## src/rtl/bsc_pkg.sv

```systemverilog
package bsc_pkg;
  localparam int REG_W     = 32;
  localparam int MAX_PER_W = 15;
  localparam int APPLY_BIT = 15;
  localparam int ARM_LSB   = 16;
  localparam int MAX_LINKS = 4;
  localparam int GO_BIT    = 24;
endpackage

```

## src/rtl/bsc_sync_gen.sv

```systemverilog
module bsc_sync_gen #(
  parameter int PERIOD_W = 15
) (
  input  logic                clk_i,
  input  logic                rst_ni,
  input  logic [PERIOD_W-1:0] period_i,
  input  logic                apply_set_i,
  output logic                apply_o,
  output logic                sync_o
);
  logic                apply_q, running_q;
  logic [PERIOD_W-1:0] active_q, cnt_q;

  always_ff @(posedge clk_i or negedge rst_ni) begin
    if (!rst_ni) begin
      apply_q   <= 1'b0;
      running_q <= 1'b0;
      active_q  <= '0;
      cnt_q     <= '0;
    end else begin
      if (apply_set_i)  apply_q <= 1'b1;
      else if (apply_q) apply_q <= 1'b0;
      if (apply_q) begin
        active_q  <= period_i;
        cnt_q     <= period_i;
        running_q <= 1'b1;
      end else if (running_q) begin
        cnt_q <= (cnt_q == '0) ? active_q : cnt_q - 1'b1;
      end
    end
  end

  // apply cycle reloads and suppresses the pulse
  assign sync_o  = running_q && (cnt_q == '0) && !apply_q;
  assign apply_o = apply_q;

  a_r3_apply_self_clear: assert property (@(posedge clk_i) disable iff (!rst_ni)
    apply_q && !apply_set_i |=> !apply_q);
  a_r3_pulse_spacing: assert property (@(posedge clk_i) disable iff (!rst_ni)
    sync_o && (active_q != '0) |=> !sync_o);
  a_r4_start_on_apply: assert property (@(posedge clk_i) disable iff (!rst_ni)
    $rose(running_q) |-> $past(apply_q));
endmodule

```

## src/rtl/bsc_arm_ctrl.sv

```systemverilog
module bsc_arm_ctrl #(
  parameter int NUM_LINKS = 4
) (
  input  logic                 clk_i,
  input  logic                 rst_ni,
  input  logic                 wr_i,
  input  logic [NUM_LINKS-1:0] arm_wr_i,
  input  logic                 go_wr_i,
  input  logic                 sync_i,
  output logic [NUM_LINKS-1:0] arm_o,
  output logic                 go_o,
  output logic [NUM_LINKS-1:0] bank_sw_o
);
  logic [NUM_LINKS-1:0] arm_q, snap_q, arm_all;
  logic                 go_q, go_req, fire;

  assign arm_all = arm_q | (wr_i ? arm_wr_i : '0);
  assign go_req  = wr_i && go_wr_i;
  assign fire    = go_q && sync_i;

  always_ff @(posedge clk_i or negedge rst_ni) begin
    if (!rst_ni) begin
      arm_q  <= '0;
      snap_q <= '0;
      go_q   <= 1'b0;
    end else if (go_req && (|arm_all)) begin
      arm_q  <= '0;
      snap_q <= (fire ? '0 : snap_q) | arm_all;
      go_q   <= 1'b1;
    end else begin
      arm_q <= arm_all;
      if (fire) begin
        go_q   <= 1'b0;
        snap_q <= '0;
      end
    end
  end

  for (genvar i = 0; i < NUM_LINKS; i++) begin : g_strobe
    assign bank_sw_o[i] = fire && snap_q[i];
  end

  assign arm_o = arm_q;
  assign go_o  = go_q;

  a_r6_strobe_on_sync: assert property (@(posedge clk_i) disable iff (!rst_ni)
    (|bank_sw_o) |-> sync_i);
  a_r6_go_clears: assert property (@(posedge clk_i) disable iff (!rst_ni)
    (|bank_sw_o) && !go_req |=> !go_q);
  a_r7_arm_clear: assert property (@(posedge clk_i) disable iff (!rst_ni)
    go_req && (|arm_all) |=> arm_q == '0);
  a_r8_no_arm: assert property (@(posedge clk_i) disable iff (!rst_ni)
    go_req && (arm_all == '0) && !go_q |=> !go_q);
  a_r9_go_hold: assert property (@(posedge clk_i) disable iff (!rst_ni)
    go_q && !sync_i |=> go_q);
endmodule

```

## src/rtl/bank_sync_ctrl.sv

```systemverilog
module bank_sync_ctrl
  import bsc_pkg::*;
#(
  parameter int NUM_LINKS = 4,
  parameter int PERIOD_W  = 15
) (
  input  logic                 clk_i,
  input  logic                 rst_ni,
  input  logic                 wr_en_i,
  input  logic [REG_W-1:0]     wr_data_i,
  output logic [REG_W-1:0]     rd_data_o,
  output logic [NUM_LINKS-1:0] sync_o,
  output logic [NUM_LINKS-1:0] bank_sw_o
);
  logic [PERIOD_W-1:0]  period_q;
  logic                 apply, sync, go;
  logic [NUM_LINKS-1:0] arm;

  always_ff @(posedge clk_i or negedge rst_ni) begin
    if (!rst_ni)      period_q <= '0;
    else if (wr_en_i) period_q <= wr_data_i[PERIOD_W-1:0];
  end

  bsc_sync_gen #(.PERIOD_W(PERIOD_W)) u_sync (
    .clk_i       (clk_i),
    .rst_ni      (rst_ni),
    .period_i    (period_q),
    .apply_set_i (wr_en_i && wr_data_i[APPLY_BIT]),
    .apply_o     (apply),
    .sync_o      (sync)
  );

  bsc_arm_ctrl #(.NUM_LINKS(NUM_LINKS)) u_arm (
    .clk_i     (clk_i),
    .rst_ni    (rst_ni),
    .wr_i      (wr_en_i),
    .arm_wr_i  (wr_data_i[ARM_LSB +: NUM_LINKS]),
    .go_wr_i   (wr_data_i[GO_BIT]),
    .sync_i    (sync),
    .arm_o     (arm),
    .go_o      (go),
    .bank_sw_o (bank_sw_o)
  );

  assign sync_o = {NUM_LINKS{sync}};

  always_comb begin
    rd_data_o                       = '0;
    rd_data_o[PERIOD_W-1:0]         = period_q;
    rd_data_o[APPLY_BIT]            = apply;
    rd_data_o[ARM_LSB +: NUM_LINKS] = arm;
    rd_data_o[GO_BIT]               = go;
  end

  a_r2_period_store: assert property (@(posedge clk_i) disable iff (!rst_ni)
    wr_en_i |=> rd_data_o[PERIOD_W-1:0] == $past(wr_data_i[PERIOD_W-1:0]));
  a_r10_links_agree: assert property (@(posedge clk_i) disable iff (!rst_ni)
    $countones(sync_o) == 0 || $countones(sync_o) == NUM_LINKS);
endmodule

```

## config.mk

```make
export PLATFORM = sky130hd
export DESIGN_NAME = bank_sync_ctrl
export DESIGN_NICKNAME = d
export VERILOG_FILES = /design/src/rtl/bsc_pkg.sv /design/src/rtl/bsc_sync_gen.sv /design/src/rtl/bsc_arm_ctrl.sv /design/src/rtl/bank_sync_ctrl.sv
export SDC_FILE = /design/constraint.sdc
export NUM_CORES = 1
export LEC_CHECK = 0
export ABC_AREA = 1
export CAP_MARGIN = 20
export CORE_MARGIN = 2
export CORE_UTILIZATION = 35
export CTS_CLUSTER_DIAMETER = 80
export CTS_CLUSTER_SIZE = 12
export DETAILED_ROUTE_END_ITERATION = 8
export DONT_BUFFER_PORTS = 1
export SLEW_MARGIN = 10
export SYNTH_ARGS = -nofsm -noshare
export SYNTH_HDL_FRONTEND = slang
export SYNTH_SLANG_ARGS = --single-unit
```

## constraint.sdc

```tcl
create_clock -name clk_i -period 2.7 [get_ports clk_i]
set_input_delay 0.54 -clock clk_i [delete_from_list [all_inputs] [get_ports clk_i]]
set_output_delay 0.54 -clock clk_i [all_outputs]
set_load 0.01 [all_outputs]
```

# == After elaboration in Yosys (flattened, before gate mapping) ==
# Index checks and enable logic that the tools add are counted.
# classes
add_sub_neg,1
n_mul,0
n_div,0
n_lt_le_gt_ge,0
eq_ne,0
shifts,0
n_mux,10
bitwise_logic,2
n_reduce_logical,15
# ops
cell,count
$mux W15,3
$mux W4,4
$logic_not A15 Y1,1
$sub A15 B1 Y15 const B,1
$logic_and A1 B1 Y1,10
$or A4 B4 Y4,2
$reduce_bool A2 Y1,2
$reduce_or A4 Y1,1
$mux W1,3
$logic_not A1 Y1,1
# totals
register_bits,56
latch_bits,0
ram_bits,0
rom_bits,0
input_bits,35
output_inout_bits,40
elab_cells,36
mem_count,0

# == Depth between registers and ports, before layout ==
# depth
word_depth,7
mapped_depth,13
mapped_depth_nobuf,12

# == By module ==
# From an unflattened synthesis, not the netlist that was laid out.
# hier_totals
hier_cells,406
hier_area_um2,3047.9
# by_module_without_submodules
module,instances,cells_per_inst,area_per_inst_um2
bsc_sync_gen,1,265,1865.5
bank_sync_ctrl,1,84,747.0
bsc_arm_ctrl,1,57,435.4

# == Worst setup path before layout ==
# No wires, ideal clock.
# synth_path
path_type,reg2out
start,reg u_sync.cnt_q[0]
end,out bank_sw_o[0]
t_arrival_ps,1383
required_ps,2160
setup_slack_ps,777
stages_incl_launch_ff,11
path_cell_list,dfrtp_1 -> inv_1 -> ha_1 -> inv_1 -> nor2_1 -> nand2_2 -> nor2_4 -> nand2_4 -> nor2_2 -> nand2_2 -> nor2_1
# synth_via
elab_chain_cells,5
# synth_lines
item,line,rtl
start: declaration,bsc_sync_gen.sv:12,"logic [PERIOD_W-1:0] active_q, cnt_q;"
start signal: assignment,bsc_sync_gen.sv:25,cnt_q <= period_i;
start signal: assignment,bsc_sync_gen.sv:28,cnt_q <= (cnt_q == '0) ? active_q : cnt_q - 1'b1;
$logic_not A15 Y1,bsc_sync_gen.sv:34,assign sync_o = running_q && (cnt_q == '0) && !apply_q;
$logic_and A1 B1 Y1 (2 in series),bsc_sync_gen.sv:34,
$logic_and A1 B1 Y1,bsc_arm_ctrl.sv:19,assign fire = go_q && sync_i;
$logic_and A1 B1 Y1,bsc_arm_ctrl.sv:40,assign bank_sw_o[i] = fire && snap_q[i];
end: declaration,bank_sync_ctrl.sv:13,output logic [NUM_LINKS-1:0] bank_sw_o
# No other way between the ends.

# == Final worst setup path ==
# layout_path
start,reg u_sync.cnt_q[0]
end,out bank_sw_o[2]
# Same word-level chain as after synthesis.

==> impl_metrics.env <==
export IMPL_status="finished, final reports clean"
export IMPL_gp_congestion=0.820
export IMPL_synth_main_ff_cell="dfrtp_1"
export IMPL_setup_slack_ns=0.228
export IMPL_finalMaxSlewViolations=0
export IMPL_ant_nets=0
export IMPL_rsz0062_at_grt="no"
export IMPL_grt_max_degree=57
export IMPL_die_area_um2=8750
export IMPL_root_buffer="clkbuf_8"
export IMPL_syn_area_per_cell_um2=8.72
export IMPL_nets=356
export IMPL_synth_cell_types=30
export IMPL_grt_antenna_before_repair=0
export IMPL_numCtsBuffers=5
export IMPL_synth_top_area_share=0.499
export IMPL_ios=75
export IMPL_hold_viol_final=0
export IMPL_cap_violations=0
export IMPL_pre_cts_slack_ns=0.549
export IMPL_n_antenna_cell=0
export IMPL_instances_no_fill=422
export IMPL_path_class="reg2out"
export IMPL_vias=2024
export IMPL_overflow=0
export IMPL_worstSetupStartpointType="register"
export IMPL_ys_top_cells_by_area="dfrtp_1, nand2_1, mux2_2"
export IMPL_fmax_mhz=405
export IMPL_cts_buffer_depth=2
export IMPL_setup_viol=0
export IMPL_hold_path_class="in2async"
export IMPL_netlist_area_um2=2810
export IMPL_fin_skew_ns=0.00931
export IMPL_dp_hpwl_um=4090
export IMPL_dp_cells=413
export IMPL_grt_pass1_vias=1969
export IMPL_powerDensity_nw_per_um2=721
export IMPL_async_reset_ff_frac=1.00
export IMPL_post_drt_wl_per_cell_um=13.1
export IMPL_cp_required_ns=2.16
export IMPL_crit_fanout=13
export IMPL_clk_pin_slew_ns=0.11
export IMPL_tritoncts="built"
export IMPL_clock_latency_ns=0.31
export IMPL_syn_inst=322
export IMPL_drive_gt1_frac=0.131
export IMPL_seq_area_frac_synth=0.499
export IMPL_ys_ff_latch=56
export IMPL_die_h_um=93.5
export IMPL_peakVddDrop_uv=403
export IMPL_port_buffers=0
export IMPL_cts_setup_buffers=0
export IMPL_via_per_inst=4.80
export IMPL_row_count=32
export IMPL_htreeDepth=2
export IMPL_crit_arrival_ns=1.93
export IMPL_synth_area_leader_cell="dfrtp_1"
export IMPL_areaGrowthSynthToFinish_pct=4.81
export IMPL_synth_enable_flop_cells=0
export IMPL_grt_pass1_wl_um=9430
export IMPL_cts_sinks=56
export IMPL_drc=0
export IMPL_drtPass1Iterations=4
export IMPL_yosys_warnings=0
export IMPL_timing_final_crit_share=0.916
export IMPL_synth_most_common_cell="nand2_1"
export IMPL_core_area_um2=7770
export IMPL_fin_setup_tns_ns=0
export IMPL_die_w_um=93.5
export IMPL_synth_common_cells="nand2_1, dfrtp_1, inv_1"
export IMPL_power_leakage_nw=1.52
export IMPL_wl_um=5530
export IMPL_fin_crit_ns=2.47
export IMPL_grtUsageTotal=0.136
export IMPL_dr_first_iter_drc_count=65
export IMPL_endpoint_kind="primary output"
export IMPL_initial_core_util=0.361
==> report_power, final <==
group	internal (W)	total, W	switching [W]	leakage [nW]
Combinational	0.000200	0.000517	0.000317	0.811
Sequential	0.000991	0.00114	0.000145	0.661
Clock	0.000187	0.000469	0.000282	0.0485
==> path summary, 6_finish.rpt <==
check                                                startpoint                              end  slack [ns]  depth (start not counted)
worst max-delay path                u_sync.cnt_q[0]$_DFFE_PN0P_                     bank_sw_o[2]        0.23                         10
min in group clk_i                                wr_data_i[24]         u_arm.arm_o[3]$_DFF_PN0_        0.33                          1
max in group asynchronous                                rst_ni      u_sync.cnt_q[7]$_DFFE_PN0P_        2.38                          1
worst min register to register  u_sync.active_q[13]$_DFFE_PN0P_  u_sync.active_q[13]$_DFFE_PN0P_        0.48                          2
worst min-delay path                                     rst_ni         period_q[12]$_DFFE_PN0P_        0.08                          1
worst max register to register      u_sync.cnt_q[0]$_DFFE_PN0P_      u_sync.cnt_q[2]$_DFFE_PN0P_        0.88                         11
==> flip-flops by register name, indices dropped and copies added (netlist names) <==
name,count
u_sync.cnt_q,15
u_sync.apply_o,1
u_sync.active_q,15
period_q,15
u_arm.snap_q,4
u_arm.go_o,1
u_arm.arm_o,4
u_sync.running_q,1
==> layout make-up <==
cell class                      instances  area, um^2
Fill cell                             811        4830
Timing Repair Buffer                    5        57.6
Clock inverter                          3        22.5
Sequential cell                        56        1400
Tap cell                              102         128
Clock buffer                            5        68.8
Inverter                               32         120
Multi-Input combinational cell        219        1140
==> layout by cell type, fill, tap and decap left out, drive strengths merged, types with 3 or more instances in the layout <==
cell type,n
nand2,102
dfrtp,56
inv,33
nor2,21
nand3,19
o21ai,17
mux2,15
a21boi,11
conb,11
a21oi,8
clkbuf,5
buf,5
o211ai,3
or2,3
==> critical path: stages, from the launching register on <==
cell	delay, ns
dfrtp_1	0.44
inv_1	0.10
ha_1	0.16
inv_1	0.04
nor2_1	0.10
nand2_2	0.07
nor2_4	0.12
nand2_4	0.12
nor2_2	0.13
nand2_2	0.13
nor2_1	0.21
==> cells by family (layout without fill, tap and decap cells) <==
kind of cell,after synthesis,in the layout,synth area share
buffers and inverters,57,45,0.107
multiplexers,15,15,0.0602
flip-flops,56,56,0.499
other,1,11,0.00134
adder cells (fa/ha/maj),2,2,0.00892
AND/OR/NAND/NOR,146,146,0.224
AO/OA/AOI/OAI,41,41,0.0869
XOR/XNOR,4,4,0.0125
==> layer usage <==
layer | GRT usage | routed length (um)
met1 | 0.176 | 2480
met2 | 0.227 | 2740
met3 | 0.0290 | 229
met4 | 0.0471 | 70
met5 | 0 | 0
==> what timing repair did <==
item / 4_1_cts / 5_1_grt
endpoints found under the hold margin: 56 / 0
resized for setup: 0 / 0
endpoints found under the setup margin: 0 / 0
hold buffers: 1 / 0
==> through the flow <==
stage                     cell area (um^2)  hold WS, ns   util  power [W]
after floorplan                       2840        0.244      -    0.00155
after global placement                2820        0.245  0.363    0.00163
after detailed placement              2820        0.245  0.363    0.00165
after CTS                             2940       0.0757  0.379    0.00215
after global routing                  2940       0.0915  0.379    0.00229
final                                 2940       0.0754  0.379    0.00212
No activity file was read; power rests on OpenSTA's default activity.
